File: config.mk
export PLATFORM = sky130hd
export DESIGN_NAME = rxdesc_wb
export DESIGN_NICKNAME = d
export VERILOG_FILES = /design/src/rtl/rxdesc_wb_pkg.sv /design/src/rtl/rxdesc_wb_regs.sv /design/src/rtl/rxdesc_wb_pack.sv /design/src/rtl/rxdesc_wb.sv
export SDC_FILE = /design/constraint.sdc
export NUM_CORES = 1
export LEC_CHECK = 0
export BUFFER_PORTS_ARGS = -buffer_cell sky130_fd_sc_hd__buf_2
export CORE_MARGIN = 2
export CORE_UTILIZATION = 53
export DETAILED_ROUTE_END_ITERATION = 10
export PLACE_DENSITY = 0.76
export SYNTH_ARGS = -nofsm -noshare
export SYNTH_HDL_FRONTEND = slang
export SYNTH_HIERARCHICAL = 1
export SYNTH_SLANG_ARGS = --single-unit
File: constraint.sdc
create_clock -name clk -period 9.3 [get_ports clk]
set_clock_uncertainty 0.2 [all_clocks]
set_input_delay 0 -clock clk [delete_from_list [all_inputs] [get_ports clk]]
set_output_delay 0 -clock clk [all_outputs]
set_load 0.1 [all_outputs]
File: src/rtl/rxdesc_wb_pkg.sv
package rxdesc_wb_pkg;

  localparam int LEN_W    = 13;
  localparam int OWN_BIT  = 31;
  localparam int EOR_BIT  = 30;
  localparam int WD_BIT   = 22;
  localparam int SUM_BIT  = 21;
  localparam int RUNT_BIT = 20;
  localparam int CRC_BIT  = 19;
  localparam int EN_BIT   = 3;
  localparam int ISR_OK   = 0;
  localparam int ISR_ERR  = 1;
  localparam int ISR_NOBUF = 4;

  localparam logic [7:0] OFS_BASE   = 8'h00;
  localparam logic [7:0] OFS_CTRL   = 8'h04;
  localparam logic [7:0] OFS_MAXLEN = 8'h08;
  localparam logic [7:0] OFS_MISSED = 8'h0C;
  localparam logic [7:0] OFS_ISR    = 8'h10;

  typedef enum logic [2:0] {
    ST_IDLE, ST_STAT, ST_ADDR, ST_RECV, ST_FLUSH, ST_WBACK, ST_SKIP
  } rx_state_t;

  function automatic logic [LEN_W-1:0] len_min(input logic [LEN_W-1:0] a,
                                               input logic [LEN_W-1:0] b);
    return (a < b) ? a : b;
  endfunction

  function automatic logic [31:0] wb_status(input logic eor, input logic crc,
                                            input logic runt, input logic wd,
                                            input logic [LEN_W-1:0] len);
    logic [31:0] s;
    s = '0;
    s[EOR_BIT]  = eor;
    s[WD_BIT]   = wd;
    s[RUNT_BIT] = runt;
    s[CRC_BIT]  = crc;
    s[SUM_BIT]  = crc | runt | wd;
    s[LEN_W-1:0] = len;
    return s;
  endfunction

endpackage

File: src/rtl/rxdesc_wb_regs.sv
module rxdesc_wb_regs
  import rxdesc_wb_pkg::*;
#(
  parameter int MISS_W = 16
) (
  input  logic             clk,
  input  logic             rst_n,
  input  logic             reg_wr,
  input  logic [7:0]       reg_addr,
  input  logic [31:0]      reg_wdata,
  output logic [31:0]      reg_rdata,
  input  logic             drop_evt,
  input  logic             ok_evt,
  input  logic             err_evt,
  output logic [31:0]      ring_base,
  output logic             rx_en,
  output logic [LEN_W-1:0] max_len
);

  logic [31:0]       base_q;
  logic              en_q;
  logic [LEN_W-1:0]  maxlen_q;
  logic [MISS_W-1:0] missed_q, missed_n;
  logic [4:0]        isr_q, isr_n;
  logic              wr_miss, wr_isr;

  assign wr_miss = reg_wr && (reg_addr == OFS_MISSED);
  assign wr_isr  = reg_wr && (reg_addr == OFS_ISR);

  // Clear first, then count: a drop in the clearing cycle leaves 1.
  always_comb begin
    missed_n = missed_q;
    if (wr_miss) missed_n = '0;
    if (drop_evt && (missed_n != '1)) missed_n = missed_n + 1'b1;
    isr_n = isr_q;
    if (wr_isr) isr_n = isr_q & ~reg_wdata[4:0];
    if (ok_evt)   isr_n[ISR_OK]    = 1'b1;
    if (err_evt)  isr_n[ISR_ERR]   = 1'b1;
    if (drop_evt) isr_n[ISR_NOBUF] = 1'b1;
  end

  always_ff @(posedge clk or negedge rst_n) begin
    if (!rst_n) begin
      base_q   <= '0;
      en_q     <= 1'b0;
      maxlen_q <= '0;
      missed_q <= '0;
      isr_q    <= '0;
    end else begin
      if (reg_wr && reg_addr == OFS_BASE)   base_q   <= {reg_wdata[31:8], 8'h00};
      if (reg_wr && reg_addr == OFS_CTRL)   en_q     <= reg_wdata[EN_BIT];
      if (reg_wr && reg_addr == OFS_MAXLEN) maxlen_q <= reg_wdata[LEN_W-1:0];
      missed_q <= missed_n;
      isr_q    <= isr_n;
    end
  end

  always_comb begin
    case (reg_addr)
      OFS_BASE:   reg_rdata = base_q;
      OFS_CTRL:   reg_rdata = 32'(en_q) << EN_BIT;
      OFS_MAXLEN: reg_rdata = 32'(maxlen_q);
      OFS_MISSED: reg_rdata = 32'(missed_q);
      OFS_ISR:    reg_rdata = 32'(isr_q);
      default:    reg_rdata = '0;
    endcase
  end

  assign ring_base = base_q;
  assign rx_en     = en_q;
  assign max_len   = maxlen_q;

  assert_missed_clear_R10: assert property (@(posedge clk) disable iff (!rst_n)
    (wr_miss && !drop_evt) |=> (missed_q == '0));
  assert_missed_count_R8: assert property (@(posedge clk) disable iff (!rst_n)
    (drop_evt && !wr_miss && missed_q != '1) |=> (missed_q == $past(missed_q) + 1'b1));
  assert_isr_w1c_R9: assert property (@(posedge clk) disable iff (!rst_n)
    (wr_isr && reg_wdata[ISR_OK] && !ok_evt) |=> !isr_q[ISR_OK]);
  assert_isr_set_wins_R9: assert property (@(posedge clk) disable iff (!rst_n)
    drop_evt |=> isr_q[ISR_NOBUF]);

endmodule

File: src/rtl/rxdesc_wb_pack.sv
module rxdesc_wb_pack (
  input  logic        clk,
  input  logic        rst_n,
  input  logic        start,
  input  logic        take,
  input  logic [7:0]  data,
  input  logic        flush,
  input  logic        ack,
  output logic        pend,
  output logic [31:0] word
);

  logic [1:0]  lane_q, lane_b;
  logic [31:0] acc_q, acc_b, acc_n;
  logic        pend_q, emit;
  logic [31:0] word_q;

  always_comb begin
    lane_b = start ? 2'd0 : lane_q;
    acc_b  = start ? 32'h0 : acc_q;
    acc_n  = acc_b;
    if (take) acc_n[{lane_b, 3'b000} +: 8] = data;
    emit = (take && lane_b == 2'd3) || (flush && (take || lane_b != 2'd0));
  end

  always_ff @(posedge clk or negedge rst_n) begin
    if (!rst_n) begin
      lane_q <= '0;
      acc_q  <= '0;
      pend_q <= 1'b0;
      word_q <= '0;
    end else begin
      if (start || ack) pend_q <= 1'b0;
      if (emit) begin
        word_q <= acc_n;
        pend_q <= 1'b1;
        lane_q <= '0;
        acc_q  <= '0;
      end else begin
        lane_q <= lane_b + 2'(take);
        acc_q  <= acc_n;
      end
    end
  end

  assign pend = pend_q;
  assign word = word_q;

  assert_no_overwrite_R3: assert property (@(posedge clk) disable iff (!rst_n)
    emit |-> (!pend_q || ack || start));

endmodule

File: src/rtl/rxdesc_wb.sv
module rxdesc_wb
  import rxdesc_wb_pkg::*;
#(
  parameter int IDX_W     = 8,
  parameter int MISS_W    = 16,
  parameter int MIN_FRAME = 64
) (
  input  logic        clk,
  input  logic        rst_n,
  input  logic        reg_wr,
  input  logic [7:0]  reg_addr,
  input  logic [31:0] reg_wdata,
  output logic [31:0] reg_rdata,
  output logic        mem_req,
  output logic        mem_we,
  output logic [31:0] mem_addr,
  output logic [31:0] mem_wdata,
  input  logic [31:0] mem_rdata,
  input  logic        rx_valid,
  input  logic [7:0]  rx_data,
  input  logic        rx_last,
  input  logic        rx_err
);

  localparam int CNT_W = LEN_W + 1;
  localparam int PAD_W = 32 - IDX_W - 4;

  rx_state_t        state_q, state_n;
  logic [IDX_W-1:0] idx_q;
  logic [CNT_W-1:0] cnt_q;
  logic             own_q, eor_q, crc_q, done_q;
  logic [LEN_W-1:0] lim_q;
  logic [31:0]      wptr_q;

  logic [31:0]      ring_base;
  logic             rx_en;
  logic [LEN_W-1:0] max_len;

  // Named internal events
  logic start_evt, byte_acc, last_acc, take, drop_evt, wb_evt, ok_evt, err_evt;
  logic pk_pend, pk_ack, overlong, runt, done_now;
  logic [31:0] pk_word, desc_addr, status_word;
  logic [LEN_W-1:0] wb_len;

  assign desc_addr = ring_base + {{PAD_W{1'b0}}, idx_q, 4'h0};
  assign start_evt = (state_q == ST_IDLE) && rx_valid && rx_en;
  assign byte_acc  = start_evt || (rx_valid && (state_q == ST_STAT ||
                     state_q == ST_ADDR || state_q == ST_RECV));
  assign last_acc  = byte_acc && rx_last;
  assign done_now  = done_q || last_acc;
  assign drop_evt  = (state_q == ST_ADDR) && !own_q;
  assign wb_evt    = (state_q == ST_WBACK);

  always_comb begin
    case (state_q)
      ST_IDLE, ST_STAT: take = byte_acc;
      ST_ADDR:          take = byte_acc && own_q && (cnt_q < {1'b0, lim_q});
      ST_RECV:          take = byte_acc && (cnt_q < {1'b0, lim_q});
      default:          take = 1'b0;
    endcase
  end

  assign overlong    = cnt_q > {1'b0, lim_q};
  assign runt        = cnt_q < CNT_W'(MIN_FRAME);
  assign wb_len      = overlong ? lim_q : cnt_q[LEN_W-1:0];
  assign status_word = wb_status(eor_q, crc_q, runt, overlong, wb_len);
  assign ok_evt      = wb_evt && !status_word[SUM_BIT];
  assign err_evt     = wb_evt && status_word[SUM_BIT];
  assign pk_ack      = pk_pend && (state_q == ST_RECV || state_q == ST_FLUSH);

  rxdesc_wb_regs #(.MISS_W(MISS_W)) u_regs (
    .clk(clk), .rst_n(rst_n), .reg_wr(reg_wr), .reg_addr(reg_addr),
    .reg_wdata(reg_wdata), .reg_rdata(reg_rdata), .drop_evt(drop_evt),
    .ok_evt(ok_evt), .err_evt(err_evt), .ring_base(ring_base),
    .rx_en(rx_en), .max_len(max_len)
  );

  rxdesc_wb_pack u_pack (
    .clk(clk), .rst_n(rst_n), .start(start_evt), .take(take), .data(rx_data),
    .flush(last_acc), .ack(pk_ack), .pend(pk_pend), .word(pk_word)
  );

  // Memory port: descriptor reads at frame start, data words, status writeback.
  always_comb begin
    mem_req   = 1'b0;
    mem_we    = 1'b0;
    mem_addr  = desc_addr;
    mem_wdata = '0;
    if (start_evt) begin
      mem_req = 1'b1;
    end else if (state_q == ST_STAT) begin
      mem_req  = 1'b1;
      mem_addr = desc_addr + 32'd8;
    end else if (pk_ack) begin
      mem_req   = 1'b1;
      mem_we    = 1'b1;
      mem_addr  = wptr_q;
      mem_wdata = pk_word;
    end else if (wb_evt) begin
      mem_req   = 1'b1;
      mem_we    = 1'b1;
      mem_wdata = status_word;
    end
  end

  always_comb begin
    state_n = state_q;
    case (state_q)
      ST_IDLE:  if (start_evt) state_n = ST_STAT;
                else if (rx_valid && !rx_last) state_n = ST_SKIP;
      ST_STAT:  state_n = ST_ADDR;
      ST_ADDR:  if (!own_q) state_n = done_now ? ST_IDLE : ST_SKIP;
                else        state_n = done_now ? ST_FLUSH : ST_RECV;
      ST_RECV:  if (last_acc) state_n = ST_FLUSH;
      ST_FLUSH: state_n = ST_WBACK;
      ST_WBACK: state_n = ST_IDLE;
      ST_SKIP:  if (rx_valid && rx_last) state_n = ST_IDLE;
      default:  state_n = ST_IDLE;
    endcase
  end

  always_ff @(posedge clk or negedge rst_n) begin
    if (!rst_n) begin
      state_q <= ST_IDLE;
      idx_q   <= '0;
      cnt_q   <= '0;
      own_q   <= 1'b0;
      eor_q   <= 1'b0;
      crc_q   <= 1'b0;
      done_q  <= 1'b0;
      lim_q   <= '0;
      wptr_q  <= '0;
    end else begin
      state_q <= state_n;
      if (start_evt) begin
        cnt_q  <= CNT_W'(1);
        crc_q  <= rx_err;
        done_q <= rx_last;
      end else if (byte_acc) begin
        if (cnt_q != '1) cnt_q <= cnt_q + 1'b1;
        crc_q  <= crc_q | rx_err;
        done_q <= done_q | rx_last;
      end
      if (state_q == ST_STAT) begin
        own_q <= mem_rdata[OWN_BIT];
        eor_q <= mem_rdata[EOR_BIT];
        lim_q <= len_min(mem_rdata[LEN_W-1:0], max_len);
      end
      if (state_q == ST_ADDR) wptr_q <= mem_rdata;
      else if (pk_ack)        wptr_q <= wptr_q + 32'd4;
      if (wb_evt) idx_q <= eor_q ? '0 : idx_q + 1'b1;
    end
  end

  assert_own_released_R3: assert property (@(posedge clk) disable iff (!rst_n)
    (mem_req && mem_we && wb_evt) |-> (!mem_wdata[OWN_BIT] && mem_addr == desc_addr));
  assert_len_bound_R4: assert property (@(posedge clk) disable iff (!rst_n)
    wb_evt |-> (mem_wdata[LEN_W-1:0] <= lim_q));
  assert_wrap_R7: assert property (@(posedge clk) disable iff (!rst_n)
    (wb_evt && eor_q) |=> (idx_q == '0));
  assert_drop_quiet_R8: assert property (@(posedge clk) disable iff (!rst_n)
    (state_q == ST_SKIP) |-> !mem_req);
  assert_gate_R2: assert property (@(posedge clk) disable iff (!rst_n)
    (state_q == ST_IDLE && !rx_en) |-> !mem_req);

endmodule

; ---- Word-level counts from Yosys, hierarchy flattened
; Index checks and enable logic that the tools add are counted.
[word_totals]
elab_cells = 151
ff_bits = 200
input_bits = 86
[op_classes]
n_eq_ne = 16
order_cmp = 4
n_mux = 49
reduce_logical = 45
bitwise = 6
shifts = 2
addsub = 8
[ops]
columns = cell, count
row1 = $mux 32, 11
row2 = $pmux 32 s5, 1
row3 = $mux 14, 3
row4 = $add 32x12->32, 1
row5 = $add 32x3->32 const B, 1
row6 = $add 32x4->32 const B, 1
row7 = $bwmux 32, 1
row8 = $mux 16, 2
row9 = $shift 8x7->32 const A, 1
row10 = $shiftx 8x7->32, 1
row11 = $mux 31, 1
row12 = $mux 13, 2
row13 = $logic_and 1x1->1, 21
row14 = $mux 3, 7
row15 = $pmux 3 s6, 1
row16 = $add 16x1->16 const B, 1
row17 = $eq 8x4->1 const B, 2
row18 = $ne 16x16->1 const B, 1
row19 = $reduce_bool 2->1, 8
row20 = $mux 1, 15
row21 = $add 14x1->14 const B, 1
row22 = $gt 14x13->1, 1
row23 = $lt 14x13->1, 1
row24 = $lt 14x7->1 const B, 1
row25 = other kinds (27), 44

; ---- Longest topological paths before layout
; Gate-level depths: netlist (run 1).
[depth]
depth_word = 12
mapped_depth = 17

; ---- Hierarchy
; Netlist (run 1), hierarchy kept.
[by_module_without_submodules]
columns = module, n_inst, cells_each, area_per_inst_um2
row1 = rxdesc_wb, 1, 899, 7048.0
row2 = rxdesc_wb_regs, 1, 278, 3096.7
row3 = rxdesc_wb_pack, 1, 266, 2840.2

; ---- Least setup slack after synthesis (run 1)
; OpenSTA, ideal clock, no wires.
[synth_timing]
path_type = register -> output
from = reg cnt_q[1]
to = out mem_wdata[10]
path_stages_with_launch = 13
arrival_ns = 4.748
required_time_ns = 9.100
setup_slack_ns = 4.352
n_path_buf = 2
path_cell_list = dfrtp_1 -> ha_1 -> nor2b_1 -> o21a_1 -> o21a_1 -> o21a_1 -> o21a_1 -> o21a_1 -> o41a_1 -> clkbuf_1 -> clkbuf_1 -> mux2i_1 -> o21ai_0
[synth_via]
elab_chain_cells = 6
[synth_lines]
columns = item, line
row1 = "start, declared", rxdesc_wb.sv:30  ; logic [CNT_W-1:0] cnt_q;
row2 = "start signal, assigned", rxdesc_wb.sv:140  ; if (cnt_q != '1) cnt_q <= cnt_q + 1'b1;
row3 = $gt 14x13->1, rxdesc_wb.sv:63  ; assign overlong = cnt_q > {1'b0, lim_q};
row4 = $mux 13, rxdesc_wb.sv:65  ; assign wb_len = overlong ? lim_q : cnt_q[LEN_W-1:0];
row5 = $mux 31, rxdesc_wb.sv:99  ; end else if (wb_evt) begin
row6 = $mux 32, rxdesc_wb.sv:94  ; end else if (pk_ack) begin
row7 = $mux 32, rxdesc_wb.sv:91  ; end else if (state_q == ST_STAT) begin
row8 = $mux 32, rxdesc_wb.sv:89  ; if (start_evt) begin
row9 = "end, declared", rxdesc_wb.sv:17  ; output logic [31:0] mem_wdata,
; Every way passes these cells.

; ---- Final worst setup path (run 1)
[layout_timing]
from = reg state_q[2]
to = out mem_addr[21]
[layout_via]
elab_chain_cells = 6
word_cells_on_any_way = 11
classes_between = eq/ne (3) / mux (3) / reduce/logical (5)
[layout_lines]
columns = item, line
row1 = "start, declared", rxdesc_wb.sv:28  ; rx_state_t state_q, state_n;
row2 = "start signal, assigned", rxdesc_wb.sv:134  ; state_q <= state_n;
row3 = $eq 3x2->1 or $eq 3x3->1 (tied branches), rxdesc_wb.sv:69  ; assign pk_ack = pk_pend && (state_q == ST_RECV || state_q == ST_FLUSH);
row4 = $logic_or 1x1->1, rxdesc_wb.sv:69
row5 = $logic_and 1x1->1, rxdesc_wb.sv:69
row6 = $mux 32, rxdesc_wb.sv:94
row7 = $mux 32, rxdesc_wb.sv:91
row8 = $mux 32 (*), rxdesc_wb.sv:89
row9 = "end, declared", rxdesc_wb.sv:16  ; output logic [31:0] mem_addr,
; Every way passes the cells marked *; elsewhere a longest branch is shown, timed or not.

==> summary.txt, run 1 <==
Synthesis
  • Synth Area per Inst: 9.00 µm²
  • Synth top area share: 38.5%
  • Largest family of logic cells by synthesized area: simple AND/OR/NAND/NOR gates
  • Mapped cell area: 0.0130 mm²
  • Multiplexer share of the synthesized area: 6.22%
  • Post-synthesis adder-cell area fraction: 4.59%
  • Synth top area cells: dfrtp_1 (39%), nand2_1 (4.6%), ha_1 (4.4%)
  • Share of the yosys chip area belonging to registers: 38.5%
  • Synth warnings: 6
  • Post-synth EDFFs: 0
  • Synth Area in Compound Gates: 18.5%
  • Synth Area in Simple Gates: 21.9%
  • Ys async rst share: 100%
  • Main synth FF type: dfrtp_1
  • Largest area contributor in the netlist: dfrtp_1
  • Post-synthesis cell count: 1443
  • Number of synthesized register bits: 200
  • Synth Area in XOR/XNOR: 5.06%
  • Count of cell types in the netlist: 92

Setup path
  • Setup crit end: mem_addr[21]
  • CP arrival: 4310 ps
  • Reg2reg start: cnt_q[1]$_DFFE_PN0P_
  • FF-to-FF path depth: 15
  • Data required, critical path: 9100 ps
  • Worst setup SP type: flip-flop
  • Worst R2R End: u_pack/word[22]$_DFFE_PN0N_
  • R2R setup slack: 4980 ps
  • Setup CP Type: flip-flop to primary output
  • Crit-path max FO: 57
  • Launch point of the critical path: state_q[2]$_DFFE_PN0P_
  • Critical Path Sink Type: primary output

Flow run
  • Max-Cap Viols: 0

CTS
  • Clk_lat worst skew: 450 ps
  • Num CTS Buffers: 17
  • Root buf cell: clkbuf_16
  • Clk pin slew, worst setup/hold paths: 80 ps
  • Postcts setup bufs: 0
  • Post-CTS sizing: 0
  • CTS H-Tree Depth: 4
  • CTS tree: done
  • Hold_buf cts: 86
  • Clock sink count: 200
  • Max Buffers Root-to-Sink: 2

Routing
  • Met2 routed WL: 17300 µm
  • DRT Wirelength: 38600 µm
  • Top Metal Used: met4
  • DRT iter0 DRCs: 1243
  • Metal-1 WL: 17100 µm
  • Final antenna-violating net count: 0
  • Drt pass-1 iters: 5
  • Via count normalized by instance count: 6.16
  • Routed length per instance: 19.3 µm
  • # DRC: 0
  • Vias: 12300
  • Met3 routed WL: 3160 µm

Floorplanning
  • I/O Pins: 184
  • Die H: 161 µm
  • Die X: 161 µm
  • Die area: 0.0258 mm²
  • Starting Density: 53.7%
  • Total core area: 0.0242 mm²
  • Row cnt: 57

Placement
  • HPWL after DPL: 27400 µm
  • Post-DP Area: 0.0140 mm²
  • Cells after DPL: 1883
  • Dpl ws: 5060 ps
  • Port-buffer cells: 183
  • GP Congestion: 0.931

Timing
  • Rel. slew slack: 21.5%
  • Tmin final: 4510 ps
  • Least-Margin Pin Slew: 1180 ps
  • Fin Hold WS: 67.6 ps
  • Setup TNS: 0 ps
  • F_max: 222 MHz
  • Final Hold Viols: 0
  • Slew Limit Fails: 0
  • RSZ-0062 raised after global routing: no
  • # setup viols final: 0
  • Final period util: 48.5%
  • Setup slack after layout: 4790 ps

Cells and area
  • Nets@finish: 1797
  • Share of cells above drive strength 1: 18.6%
  • Antenna Cells: 0
  • Finished Core Util: 64.0%
  • Non-filler cells, final: 2001
  • Synthesis-to-finish area growth: 19.2%
  • Final Cell Area: 0.0155 mm²

Global routing
  • Grt total ovfl: 0
  • Largest net degree at the start of global routing: 137
  • Total Routing Usage GR: 30.0%
  • Vias in the first global route: 11700
  • Initial antenna violation count: 0
  • First-pass GRT wire length: 61900 µm

Power
  • Leak: 7.10 nW
  • PD cells: 279 mW/mm²
  • Power Total: 4.32 mW
  • Max VDD drop: 0.320 mV

Min path
  • Hold Path Origin: reg_addr[7]
  • Hold Crit Class: input port to flip-flop

Run status
  • Status: finished clean
-- worst min-delay path by stage --
stage,end,depth (start not counted)
floorplan,cnt_q[0]$_DFFE_PN0P_,0
global placement,wptr_q[28]$_DFFE_PN0P_,3
detailed placement,wptr_q[16]$_DFFE_PN0P_,3
CTS,u_regs/missed_q[8]$_DFF_PN0_,4
global route,u_regs/missed_q[8]$_DFF_PN0_,4
finish,u_regs/missed_q[14]$_DFF_PN0_,4
-- metal layers --
| metal | up-vias | GRT usage [%] |
|---|---|---|
| met5 | - | 0 |
| met4 | 0 | 10.4 |
| met3 | 83 | 6.02 |
| met2 | 569 | 45.6 |
| met1 | 5986 | 42.8 |
| li1 | 5693 | - |
-- synthesized netlist by cell type, types with 18 or more instances --
cell,count
dfrtp_1,200
nand2_1,160
nor2_1,120
o21ai_0,112
a21oi_1,62
nand3_1,52
and3_1,47
ha_1,46
mux2_2,45
inv_1,44
clkbuf_1,41
xor2_1,39
xnor2_1,36
nand4_1,33
mux2i_1,29
nor3_1,29
a32oi_1,23
buf_4,18
-- critical path: stages, from the launching register on --
cell and delay [ps]:
dfrtp_1 540, clkinv_1 270, or3_1 410, o21ai_0 80, buf_4 240, nand2_2 70, buf_4 320, inv_1 590
nor2_1 420, a222oi_1 430, buf_2 490
-- state kept, by name, summed over array words and instances, names as in the netlist, 8 cells and up --
name	count
cnt_q	14
wptr_q	32
lim_q	13
u_pack/acc_q	32
u_pack/word	32
u_regs/missed_q	16
u_regs/max_len	13
idx_q	8
u_regs/ring_base	24
-- power by group --
part / leakage [nW] / internal [mW] / switching (mW) / total (mW)
clock: 0.293 / 0.391 / 0.388 / 0.779
combinational: 4.17 / 0.579 / 1.60 / 2.18
sequential: 2.63 / 1.10 / 0.267 / 1.37
-- cell families after synthesis --
logic type / count (synthesis)
compound gates: 365
other cells: 1
mux: 75
fa+ha+maj: 47
xor+xnor: 75
simple gates: 546
flops: 200
buf+inv: 134
-- layout make-up --
type,count,area (µm²)
clock buffers,17,425
clock inverters,15,201
fillers,1994,8700
inverters,46,173
multi-input cells,1116,7370
flip-flops and latches,200,5000
well taps,324,405
repair buffers,283,1890
-- cell usage in the layout (no fill, tap or decap), types with 29 or more instances in the layout --
master / count
inv_1: 44
and3_1: 47
mux2i_1: 29
nand2_1: 159
nor2_1: 119
xor2_1: 39
dlygate4sd3_1: 86
dfrtp_1: 200
ha_1: 46
o21ai_0: 112
buf_2: 182
a21oi_1: 62
nand3_1: 52
xnor2_1: 36
nand4_1: 33
mux2_2: 45
Power figures use the tool's default switching activity.
==> run 2, diff against run 1 <==
--- a/config.mk
+++ b/config.mk
@@ -9,7 +9,7 @@
 export CORE_MARGIN = 2
 export CORE_UTILIZATION = 53
 export DETAILED_ROUTE_END_ITERATION = 10
-export PLACE_DENSITY = 0.76
+export PLACE_DENSITY = 0.79
 export SYNTH_ARGS = -nofsm -noshare
 export SYNTH_HDL_FRONTEND = slang
 export SYNTH_HIERARCHICAL = 1
==> constraint.sdc (replaced) <==
create_clock -name clk -period 3.7 [get_ports clk]
set_clock_uncertainty 0.2 [all_clocks]
set_input_delay 0 -clock clk [delete_from_list [all_inputs] [get_ports clk]]
set_output_delay 0 -clock clk [all_outputs]
set_load 0.1 [all_outputs]
==> run 2 against run 1 <==
Compared with the run above: the flow now finishes with violations (hold timing); global-route usage up 1.5 points; hold slack got worse by 77 ps; critical path depth unchanged; register-to-register slack worse by 4900 ps; non-clock buffer count is 34 higher; count of clock-buffer cells in the layout increased by 2; flip-flop and latch count is the same; cell count increased by 1.6%; power grew to 2.8 times the previous value; sequential share of layout area down 2.3 points; worst setup slack worse by 4700 ps; critical path type unchanged; highest routed layer unchanged.
==> summary.txt, run 2 (synthesized netlist as in run 1, its figures left out) <==
Routing
  • Met3 routed WL: 3850 µm (+22%)
  • Met2 routed WL: 18800 µm (+8.6%)
  • Metal-1 WL: 17000 µm (-0.20%)
  • Vias: 12800 (+3.6%)
  • Drt pass-1 iters: 6 (+1)
  • Routed length per instance: 20.3 µm (+5.0%)
  • Top Metal Used: met4
  • Final antenna-violating net count: 0 (unchanged)
  • # DRC: 0 (unchanged)
  • DRT Wirelength: 41200 µm (+6.8%)
  • DRT iter0 DRCs: 1547 (+24%)
  • Via count normalized by instance count: 6.28 (+1.9%)

Power
  • Max VDD drop: 0.555 mV (+73%)
  • PD cells: 719 mW/mm² (+160%)
  • Power Total: 12.0 mW (+180%)
  • Leak: 7.49 nW (+5.5%)

Timing
  • Setup slack after layout: 80.1 ps (-4710 ps)
  • Final period util: 97.8%
  • Final Hold Viols: 5 (+5)
  • # setup viols final: 0 (unchanged)
  • Tmin final: 3620 ps
  • Fin Hold WS: -9.49 ps (-77.1 ps)
  • Setup TNS: 0 ps (unchanged)
  • Slew Limit Fails: 0 (unchanged)
  • Rel. slew slack: 39.1% (+18 points)
  • F_max: 276 MHz
  • Least-Margin Pin Slew: 910 ps (-268 ps)

Run status
  • Status: finished, violations left
  • Failing checks: hold timing

Cells and area
  • Nets@finish: 1831 (+1.9%)
  • Multi-input gate area: 0.00760 mm² (+3.0%)
  • Share of cells above drive strength 1: 21.9% (+3.3 points)
  • Synthesis-to-finish area growth: 28.4%
  • Most frequent cells in the layout: dfrtp_1 (198), nand2_1 (159), buf_2 (136)
  • Non-filler cells, final: 2034 (+1.6%)
  • Commonest non-fill, non-tap cell in the layout: dfrtp_1
  • Finished Core Util: 68.9% (+4.9 points)
  • FF/Latch Area: 0.00501 mm² (about the same)
  • Antenna Cells: 0 (unchanged)
  • Fillers: 1765 (-11%)

CTS
  • Max Buffers Root-to-Sink: 2 (unchanged)
  • CTS tree: done
  • Clock sink count: 200 (unchanged)
  • Root buf cell: clkbuf_16
  • Clk pin slew, worst setup/hold paths: 80 ps (about the same)
  • Clk_lat worst skew: 440 ps (about the same)
  • CTS H-Tree Depth: 4 (unchanged)
  • Num CTS Buffers: 17 (unchanged)

Setup path
  • Worst setup SP type: flip-flop
  • Critical Path Sink Type: primary output
  • Data required, critical path: 3500 ps (-5600 ps)
  • Crit-path max FO: 11 (-81%)
  • CP arrival: 3420 ps (-890 ps)
  • Setup CP Type: flip-flop to primary output

Global routing
  • First-pass GRT wire length: 65300 µm (+5.4%)
  • Largest net degree at the start of global routing: 94 (-31%)
  • Vias in the first global route: 12300 (+5.6%)
  • Grt total ovfl: 0 (unchanged)
  • Total Routing Usage GR: 31.5% (+1.5 points)
  • Initial antenna violation count: 0 (unchanged)

Floorplanning
  • Die area: 0.0258 mm² (unchanged)
  • I/O Pins: 184 (unchanged)
  • Die H: 161 µm (unchanged)
  • Die X: 161 µm (unchanged)
  • Starting Density: 53.7% (unchanged)
  • Row cnt: 57 (unchanged)
  • Total core area: 0.0242 mm² (unchanged)

Placement
  • Port-buffer cells: 183 (unchanged)
  • HPWL after DPL: 28300 µm (+3.4%)
  • Dpl ws: -71.1 ps (-5130 ps)
  • GP Congestion: 0.925 (-0.70%)
  • Cells after DPL: 1907 (+1.3%)

Min path
  • Hold Crit Class: input port to asynchronous set/reset pin

Flow run
  • Max-Cap Viols: 0 (unchanged)
## run 2: worst paths after layout
kind | end | depth (start not counted) | start | slack, ps
worst min register to register | wptr_q[1]$_DFFE_PN0P_ | 2 | wptr_q[1]$_DFFE_PN0P_ | 280
min in group clk | u_regs/missed_q[5]$_DFF_PN0_ | 6 | reg_addr[4] | 110
worst min-delay path | u_pack/acc_q[18]$_DFF_PN0_ | 2 | rst_n | -9
worst max register to register | u_pack/word[8]$_DFFE_PN0N_ | 16 | cnt_q[1]$_DFFE_PN0P_ | 120
worst max-delay path | mem_addr[24] | 10 | idx_q[6]$_DFFE_PN0N_ | 80
max in group asynchronous | u_regs/ring_base[11]$_DFFE_PN0P_ | 3 | rst_n | 2380
## run 2: layer usage
metal / GRT usage [%] / vias to the layer above
met3: 5.11 / 124
li1: - / 5753
met5: 0 / -
met2: 48.9 / 746
met1: 44.1 / 6150
met4: 12.9 / 0
## run 2: report_power, final
part / internal [mW] / switching [mW] / total [mW]
registers: 2.77 / 0.671 / 3.44
clock network: 1.02 / 0.901 / 1.92
logic: 2.29 / 4.33 / 6.62
total: 6.08 / 5.90 / 12.0
## run 2: per-stage QoR
| step | hold WS [ps] | cell area (µm²) |
|---|---|---|
| floorplan | -496 | 13200 |
| global placement | -82.1 | 15000 |
| detailed placement | -74.1 | 15000 |
| CTS | 22.2 | 16500 |
| global route | 51.4 | 16700 |
| finish | -9.49 | 16700 |
## run 2: critical path: stages, from the launching register on
cell and delay, ps:
dfrtp_1 470, ha_4 380, nor3_1 90, or3_4 410, or2_1 360, nor2_4 190, nand3_1 130, xor2_2 210
xor2_1 210, a221oi_4 300, buf_12 220
## run 2: area by class of cell
class	instances	share of cell area, %
clock buffers	19	2.60
clock inverters	12	0.953
inverters	46	1.04
multi-input cells	1116	45.6
flip-flops and latches	200	30.0
well taps	324	2.43
repair buffers	317	17.4
## run 2: repair_timing
action,in CTS,in global routing
pin swaps,0,4
hold buffers,90,0
hold endpoints to repair,250,0
setup endpoints to repair,30,84
gates cloned,0,1
gates resized for setup,8,24
setup buffers,0,5
